--- config.mk ---
export PLATFORM = sky130hd
export DESIGN_NAME = spi_cmd_slave
export DESIGN_NICKNAME = d
export VERILOG_FILES = /design/src/rtl/spi_cmd_pkg.sv /design/src/rtl/spi_in_sync.sv /design/src/rtl/spi_bit_shift.sv /design/src/rtl/spi_cmd_frame.sv /design/src/rtl/spi_reply_shift.sv /design/src/rtl/spi_cmd_slave.sv
export SDC_FILE = /design/constraint.sdc
export NUM_CORES = 1
export LEC_CHECK = 0
export BUFFER_PORTS_ARGS = -buffer_cell sky130_fd_sc_hd__clkbuf_2
export CAP_MARGIN = 30
export CORE_MARGIN = 10
export CORE_UTILIZATION = 55
export CTS_CLUSTER_SIZE = 24
export DETAILED_ROUTE_END_ITERATION = 16
export HOLD_SLACK_MARGIN = 0.15
export PLACE_DENSITY = 0.84
export SLEW_MARGIN = 25
export SYNTH_ARGS = -nofsm -noshare
export SYNTH_HDL_FRONTEND = slang
export SYNTH_SLANG_ARGS = --single-unit
--- constraint.sdc ---
create_clock -name clk -period 2.8 [get_ports clk]
set_clock_uncertainty 0.2 [all_clocks]
set_input_delay 0.42 -clock clk [delete_from_list [all_inputs] [get_ports clk]]
set_output_delay 0.42 -clock clk [all_outputs]
set_load 0.02 [all_outputs]
--- src/rtl/spi_cmd_pkg.sv ---
package spi_cmd_pkg;
  localparam int unsigned BYTE_W        = 8;
  localparam int unsigned MAX_CMD_BYTES = 8;
  localparam int unsigned LEN_W         = $clog2(MAX_CMD_BYTES + 1);

  typedef struct packed {
    logic [LEN_W-1:0] len;
    logic             unknown;
  } cmd_len_t;

  // Total command length (address byte included) chosen by address.
  function automatic cmd_len_t len_lookup(input logic [BYTE_W-1:0] addr);
    cmd_len_t r;
    r.unknown = 1'b0;
    if (addr == 8'h10 || addr == 8'h1A)
      r.len = LEN_W'(8);
    else if (addr == 8'h19)
      r.len = LEN_W'(4);
    else if ((addr >= 8'h11 && addr <= 8'h18) ||
             (addr >= 8'h1B && addr <= 8'h1D) ||
             (addr >= 8'h30 && addr <= 8'h32))
      r.len = LEN_W'(2);
    else begin
      r.len     = LEN_W'(2);
      r.unknown = 1'b1;
    end
    return r;
  endfunction
endpackage

--- src/rtl/spi_in_sync.sv ---
module spi_in_sync #(
  parameter int unsigned WIDTH  = 3,
  parameter int unsigned STAGES = 2,
  parameter logic [WIDTH-1:0] RST_VAL = '0
) (
  input  logic             clk,
  input  logic             rst_n,
  input  logic [WIDTH-1:0] d,
  output logic [WIDTH-1:0] q
);
  logic [STAGES-1:0][WIDTH-1:0] stg;

  always_ff @(posedge clk or negedge rst_n) begin
    if (!rst_n) begin
      for (int s = 0; s < STAGES; s++) stg[s] <= RST_VAL;
    end else begin
      stg[0] <= d;
      for (int s = 1; s < STAGES; s++) stg[s] <= stg[s-1];
    end
  end

  assign q = stg[STAGES-1];
endmodule

--- src/rtl/spi_bit_shift.sv ---
module spi_bit_shift #(
  parameter int unsigned W = 8
) (
  input  logic         clk,
  input  logic         rst_n,
  input  logic         clr,
  input  logic         shift_en,
  input  logic         din,
  output logic         byte_done,
  output logic [W-1:0] byte_val
);
  localparam int unsigned CW = $clog2(W);

  logic [CW-1:0] cnt;
  logic [W-2:0]  acc;

  assign byte_val  = {acc, din};
  assign byte_done = shift_en && (cnt == CW'(W - 1));

  always_ff @(posedge clk or negedge rst_n) begin
    if (!rst_n) begin
      cnt <= '0;
      acc <= '0;
    end else if (clr) begin
      cnt <= '0;
    end else if (shift_en) begin
      acc <= byte_val[W-2:0];
      cnt <= byte_done ? '0 : cnt + CW'(1);
    end
  end

  AST_COUNT_CLEARED: assert property (@(posedge clk) disable iff (!rst_n)
    clr |=> (cnt == '0));
endmodule

--- src/rtl/spi_cmd_frame.sv ---
module spi_cmd_frame
  import spi_cmd_pkg::*;
#(
  parameter int unsigned MAX_BYTES = MAX_CMD_BYTES
) (
  input  logic                           clk,
  input  logic                           rst_n,
  input  logic                           abort,
  input  logic                           byte_done,
  input  logic [BYTE_W-1:0]              byte_val,
  input  logic                           cmd_done,
  output logic                           srdy,
  output logic                           cmd_valid,
  output logic [BYTE_W-1:0]              cmd_addr,
  output logic [LEN_W-1:0]               cmd_len,
  output logic [(MAX_BYTES-1)*BYTE_W-1:0] cmd_data,
  output logic                           cmd_err
);
  localparam int unsigned DATA_W = (MAX_BYTES - 1) * BYTE_W;

  logic [LEN_W-1:0]  byte_cnt;
  logic [LEN_W-1:0]  need_len;
  logic [BYTE_W-1:0] work_addr;
  logic              work_err;
  logic [DATA_W-1:0] work_data;
  logic [DATA_W-1:0] data_nxt;
  cmd_len_t          info;

  assign info     = len_lookup(byte_val);
  assign data_nxt = {work_data[DATA_W-BYTE_W-1:0], byte_val};

  always_ff @(posedge clk or negedge rst_n) begin
    if (!rst_n) begin
      srdy      <= 1'b1;
      cmd_valid <= 1'b0;
      cmd_addr  <= '0;
      cmd_len   <= '0;
      cmd_data  <= '0;
      cmd_err   <= 1'b0;
      byte_cnt  <= '0;
      need_len  <= '0;
      work_addr <= '0;
      work_err  <= 1'b0;
      work_data <= '0;
    end else begin
      if (cmd_valid && cmd_done) begin
        cmd_valid <= 1'b0;
        srdy      <= 1'b1;
      end
      if (abort) begin
        byte_cnt <= '0;
      end else if (byte_done) begin
        if (byte_cnt == '0) begin
          work_addr <= byte_val;
          need_len  <= info.len;
          work_err  <= info.unknown;
          work_data <= '0;
          byte_cnt  <= LEN_W'(1);
        end else if (byte_cnt + LEN_W'(1) == need_len) begin
          cmd_addr  <= work_addr;
          cmd_len   <= need_len;
          cmd_err   <= work_err;
          cmd_data  <= data_nxt;
          cmd_valid <= 1'b1;
          srdy      <= 1'b0;
          byte_cnt  <= '0;
        end else begin
          work_data <= data_nxt;
          byte_cnt  <= byte_cnt + LEN_W'(1);
        end
      end
    end
  end

  AST_VALID_HOLDS: assert property (@(posedge clk) disable iff (!rst_n)
    (cmd_valid && !cmd_done) |=> (cmd_valid && !srdy));
  AST_DONE_RELEASES: assert property (@(posedge clk) disable iff (!rst_n)
    (cmd_valid && cmd_done) |=> (srdy && !cmd_valid));
  AST_LEN_IN_RANGE: assert property (@(posedge clk) disable iff (!rst_n)
    cmd_valid |-> (cmd_len >= LEN_W'(2) && cmd_len <= LEN_W'(MAX_BYTES)));
  AST_ERR_SHORT: assert property (@(posedge clk) disable iff (!rst_n)
    (cmd_valid && cmd_err) |-> (cmd_len == LEN_W'(2)));
  AST_FIELDS_FROZEN: assert property (@(posedge clk) disable iff (!rst_n)
    (cmd_valid && !cmd_done) |=> ($stable(cmd_addr) && $stable(cmd_data)));
endmodule

--- src/rtl/spi_reply_shift.sv ---
module spi_reply_shift #(
  parameter int unsigned REPLY_BYTES = 8,
  parameter int unsigned BYTE_BITS   = 8
) (
  input  logic                             clk,
  input  logic                             rst_n,
  input  logic                             load,
  input  logic [REPLY_BYTES*BYTE_BITS-1:0] load_val,
  input  logic                             shift_en,
  output logic                             miso
);
  localparam int unsigned RW = REPLY_BYTES * BYTE_BITS;

  logic [RW-1:0] reply_q;

  always_ff @(posedge clk or negedge rst_n) begin
    if (!rst_n)        reply_q <= '0;
    else if (load)     reply_q <= load_val;
    else if (shift_en) reply_q <= {reply_q[RW-2:0], 1'b0};
  end

  assign miso = reply_q[RW-1];
endmodule

--- src/rtl/spi_cmd_slave.sv ---
module spi_cmd_slave
  import spi_cmd_pkg::*;
#(
  parameter int unsigned SYNC_STAGES = 2,
  parameter int unsigned REPLY_BYTES = 8,
  localparam int unsigned DATA_W  = (MAX_CMD_BYTES - 1) * BYTE_W,
  localparam int unsigned REPLY_W = REPLY_BYTES * BYTE_W
) (
  input  logic               clk,
  input  logic               rst_n,
  input  logic               mode_strap,
  input  logic               spi_sclk,
  input  logic               spi_csn,
  input  logic               spi_mosi,
  output logic               spi_miso,
  output logic               srdy,
  output logic               cmd_valid,
  input  logic               cmd_done,
  output logic [BYTE_W-1:0]  cmd_addr,
  output logic [LEN_W-1:0]   cmd_len,
  output logic [DATA_W-1:0]  cmd_data,
  output logic               cmd_err,
  input  logic [REPLY_W-1:0] reply_data
);
  logic [2:0]        sync_q;
  logic              sclk_s, csn_s, mosi_s, sclk_d;
  logic              mode_q;
  logic              rise, fall, shift_evt, shift_en;
  logic              byte_done;
  logic [BYTE_W-1:0] byte_val;

  spi_in_sync #(.WIDTH(3), .STAGES(SYNC_STAGES), .RST_VAL(3'b010)) u_sync (
    .clk(clk), .rst_n(rst_n),
    .d({spi_sclk, spi_csn, spi_mosi}), .q(sync_q));

  assign sclk_s = sync_q[2];
  assign csn_s  = sync_q[1];
  assign mosi_s = sync_q[0];

  // Edge mode strap: captured only while reset is held.
  always_ff @(posedge clk) begin
    if (!rst_n) mode_q <= mode_strap;
  end

  always_ff @(posedge clk or negedge rst_n) begin
    if (!rst_n) sclk_d <= 1'b0;
    else        sclk_d <= sclk_s;
  end

  assign rise      = sclk_s & ~sclk_d;
  assign fall      = ~sclk_s & sclk_d;
  assign shift_evt = mode_q ? fall : rise;
  assign shift_en  = shift_evt & ~csn_s & srdy;

  spi_bit_shift #(.W(BYTE_W)) u_shift (
    .clk(clk), .rst_n(rst_n), .clr(csn_s | ~srdy), .shift_en(shift_en),
    .din(mosi_s), .byte_done(byte_done), .byte_val(byte_val));

  spi_cmd_frame #(.MAX_BYTES(MAX_CMD_BYTES)) u_frame (
    .clk(clk), .rst_n(rst_n), .abort(csn_s), .byte_done(byte_done),
    .byte_val(byte_val), .cmd_done(cmd_done), .srdy(srdy),
    .cmd_valid(cmd_valid), .cmd_addr(cmd_addr), .cmd_len(cmd_len),
    .cmd_data(cmd_data), .cmd_err(cmd_err));

  spi_reply_shift #(.REPLY_BYTES(REPLY_BYTES), .BYTE_BITS(BYTE_W)) u_reply (
    .clk(clk), .rst_n(rst_n), .load(cmd_valid & cmd_done),
    .load_val(reply_data), .shift_en(shift_en), .miso(spi_miso));

  AST_MODE_HELD: assert property (@(posedge clk) disable iff (!rst_n)
    $past(rst_n) |-> $stable(mode_q));
  AST_MISO_QUIET_BUSY: assert property (@(posedge clk) disable iff (!rst_n)
    (!srdy && $past(!srdy)) |-> $stable(spi_miso));
  AST_READY_AFTER_DONE: assert property (@(posedge clk) disable iff (!rst_n)
    (!srdy && cmd_done) |=> srdy);
endmodule

==> impl_metrics.tcl <==
set metrics [dict create \
    run_status "finished clean" \
    drv_slew 0 \
    rr_worst_depth 8 \
    via_per_inst 5.44 \
    die_h_um 148 \
    period_share_pct 95.3 \
    synth_nets 726 \
    grt_usage_pct 19.7 \
    grt_pass1_wl_mm 35.4 \
    synthArstFlopShare_pct 99.5 \
    cts_max_level 1 \
    antenna_found_initial 2 \
    yosysWarnings 0 \
    clk_path_buf_depth 3 \
    cts_resized 0 \
    wl_per_cell_um 19.7 \
    setup_viol 0 \
    path_clk_slew_ps 60 \
    power.density_nw_per_um2 692 \
    fmax_mhz 375 \
    start_util_pct 56.4 \
    wirelength_mm 21.5 \
    rsz0062_at_grt "false" \
    synth_seq_cells 216 \
    fin_area_sq_um 11400 \
    ir_worst_vdd_v 0.000517 \
    fin_crit_ps 2670 \
    placed_area_sq_um 9870 \
    worstSetupStartpoint "u_frame.byte_cnt[0]" \
    yosysTopAreaCell "dfrtp_1" \
    rrSetupSlack_ps 130 \
    synth_common_cells "212 x dfrtp_1, 73 x nand2_1, 68 x mux2_4" \
    placement_rows 46 \
    grt_max_degree 85 \
    post-cts-setup-buffers 0 \
    p_leak_nw 5.55 \
    cts.sinks 216 \
    hpwl_mm 12.6 \
    drive_gt1_share_pct 33.1 \
    die_x_um 148 \
    cp_max_fo 27 \
    clk-insertion-delay-late_ps 500 \
    crit_end "u_frame.cmd_data[13]" \
    worstPathArrival_ps 2860 \
    grt_pass1_vias 6346 \
    core_area_sq_um 16000 \
    synthToLayoutAreaGrowth_pct 25.8 \
    crit_type "reg -> reg" \
    clockRootBuffer "clkbuf_16" \
    drt_iter0_markers 341 \
    yosysSeqAreaShare_pct 60.0 \
    first_pass_iters 5 \
    antenna_left 0 \
    grt_remaining_overflow 0 \
    synth_flop_cell "dfrtp_1" \
    hold_ws_ps 149 \
    ioPinCount 143 \
    yosysMostFrequentCell "dfrtp_1" \
    yosysTopAreaCellShare_pct 58.8 \
    synth_area_sq_um 9020 \
    syn_avg_cell_area_sq_um 13.9 \
    start_kind "flip-flop" \
    synthCells 651 \
    max-slew-margin-rel_pct 66.3 \
    hold_viol_final 0 \
    synth-edff-count 1 \
    dieArea_sq_um 21900 \
    numCtsBuffers 23 \
    io_buffers 141 \
    r2r_end "u_frame.cmd_data[13]" \
    fin_nets 932 \
    worstPathRequired_ps 2990 \
    tns_ps 0 \
    r2r-start "u_frame.byte_cnt[0]" \
    cts_tree "built" \
    ys_types 40 \
    drc 0 \
    critPathCaptureType "flip-flop" \
    hold_path_class "reg -> reg" \
    maxCapViolCount 0 \
    globalplace.congestion 0.814 \
    vias 5946 \
    synthTopCellsByArea "dfrtp_1 59%, mux2_4 11%, mux2i_1 7.1%" \
    tightestPinTransition_ps 506 \
]
-- worst max-delay path, cell delays in order (launching register included) --
cell      delay [ps]
dfrtp_1          380
inv_1            100
ha_1             330
xor2_1           160
nor3_2           280
nand3b_1         180
or2_4            270
buf_4            290
mux2_4           360
-- through the flow --
step / setup slack, ps / util, % / total power, mW / instances
finish: 131 / 70.9 / 7.86 / 1093
global route: 24.9 / 70.9 / 8.23 / 1092
CTS: 121 / 70.9 / 7.87 / 1090
detailed placement: 151 / 61.7 / 4.80 / 977
global placement: 262 / 61.7 / 4.75 / 977
floorplan: 477 / - / 4.49 / 651
-- placed cells by master (no fill, tap or decap), drive strengths merged, types with 2 or more instances in the layout --
| cell | synthesis | routed |
|---|---|---|
| dfrtp | 212 | 212 |
| clkbuf | 22 | 176 |
| mux2 | 84 | 84 |
| nand2 | 73 | 73 |
| dlygate4sd3 | 0 | 71 |
| o21ai | 67 | 67 |
| mux2i | 64 | 64 |
| a22o | 52 | 52 |
| buf | 23 | 15 |
| inv | 6 | 7 |
| a21oi | 5 | 5 |
| ha | 4 | 4 |
| diode | 0 | 3 |
| nor3b | 3 | 3 |
| xor2 | 3 | 3 |
| xnor2 | 3 | 3 |
| clkinvlp | 0 | 3 |
| dfstp | 3 | 3 |
| nand3 | 2 | 2 |
| nor2 | 2 | 2 |
| o41ai | 2 | 2 |
| nor2b | 2 | 2 |
| clkinv | 0 | 2 |
| nor3 | 2 | 2 |
| and2 | 2 | 2 |
| o21a | 2 | 2 |
| a211oi | 2 | 2 |
-- sequential cells by signal, indices dropped and copies added, names as in the netlist --
name / count
u_reply.reply_q: 64
u_frame.cmd_data: 56
u_frame.work_data: 48
u_frame.cmd_addr: 8
u_frame.work_addr: 8
u_shift.acc: 7
u_frame.byte_cnt: 4
u_frame.cmd_len: 3
u_frame.need_len: 3
u_shift.cnt: 3
u_sync.q: 3
u_sync.stg: 3
mode_q: 1
sclk_d: 1
u_frame.cmd_err: 1
u_frame.cmd_valid: 1
u_frame.srdy: 1
u_frame.work_err: 1
-- cell type report --
type,instances,area [sq um]
Fill cell,1070,4650
Tap cell,216,270
Clock buffer,36,724
Timing Repair Buffer,226,1590
Sequential cell,216,5410
Clock inverter,6,41.3
Antenna cell,3,7.51
Inverter,6,22.5
Multi-Input combinational cell,384,3280
-- layer usage --
layer | track usage (%) | vias to the layer above | wire length, um
met5 | 0 | - | 0
met4 | 5.00 | 0 | 445
met3 | 5.98 | 39 | 1560
met2 | 32.9 | 174 | 10600
met1 | 24.5 | 3003 | 8890
li1 | - | 2730 | -
-- power by group --
part / switching (mW) / internal, mW / leakage [nW]
logic: 0.438 / 0.451 / 2.33
registers: 0.366 / 3.63 / 2.85
clock network: 1.19 / 1.78 / 0.372
total: 2.00 / 5.86 / 5.55
-- cells by family after synthesis --
group	Yosys count	synth area share [%]
other cells	1	0.0416
xor+xnor	7	0.846
flops	216	60.0
simple gates	91	4.35
fa+ha+maj	4	0.555
buf+inv	51	3.91
mux	148	20.4
compound gates	133	9.87
-- worst min-delay path by stage --
| stage | startpoint | to | slack, ps | cells past startpoint |
|---|---|---|---|---|
| floorplan | rst_n | sclk_d | -80 | 0 |
| global placement | u_sync.stg[0] | u_sync.q[0] | 130 | 0 |
| detailed placement | u_sync.stg[0] | u_sync.q[0] | 140 | 0 |
| CTS | u_sync.stg[2] | u_sync.q[2] | 150 | 0 |
| global route | u_sync.stg[2] | u_sync.q[2] | 160 | 0 |
| finish | u_sync.stg[2] | u_sync.q[2] | 150 | 0 |
-- what timing repair did --
| item | in CTS | in global routing |
|---|---|---|
| hold endpoints to repair | 145 | 0 |
| hold buffers | 71 | 0 |
| setup endpoints to repair | 0 | 0 |
(Power assumes the default switching activity.)
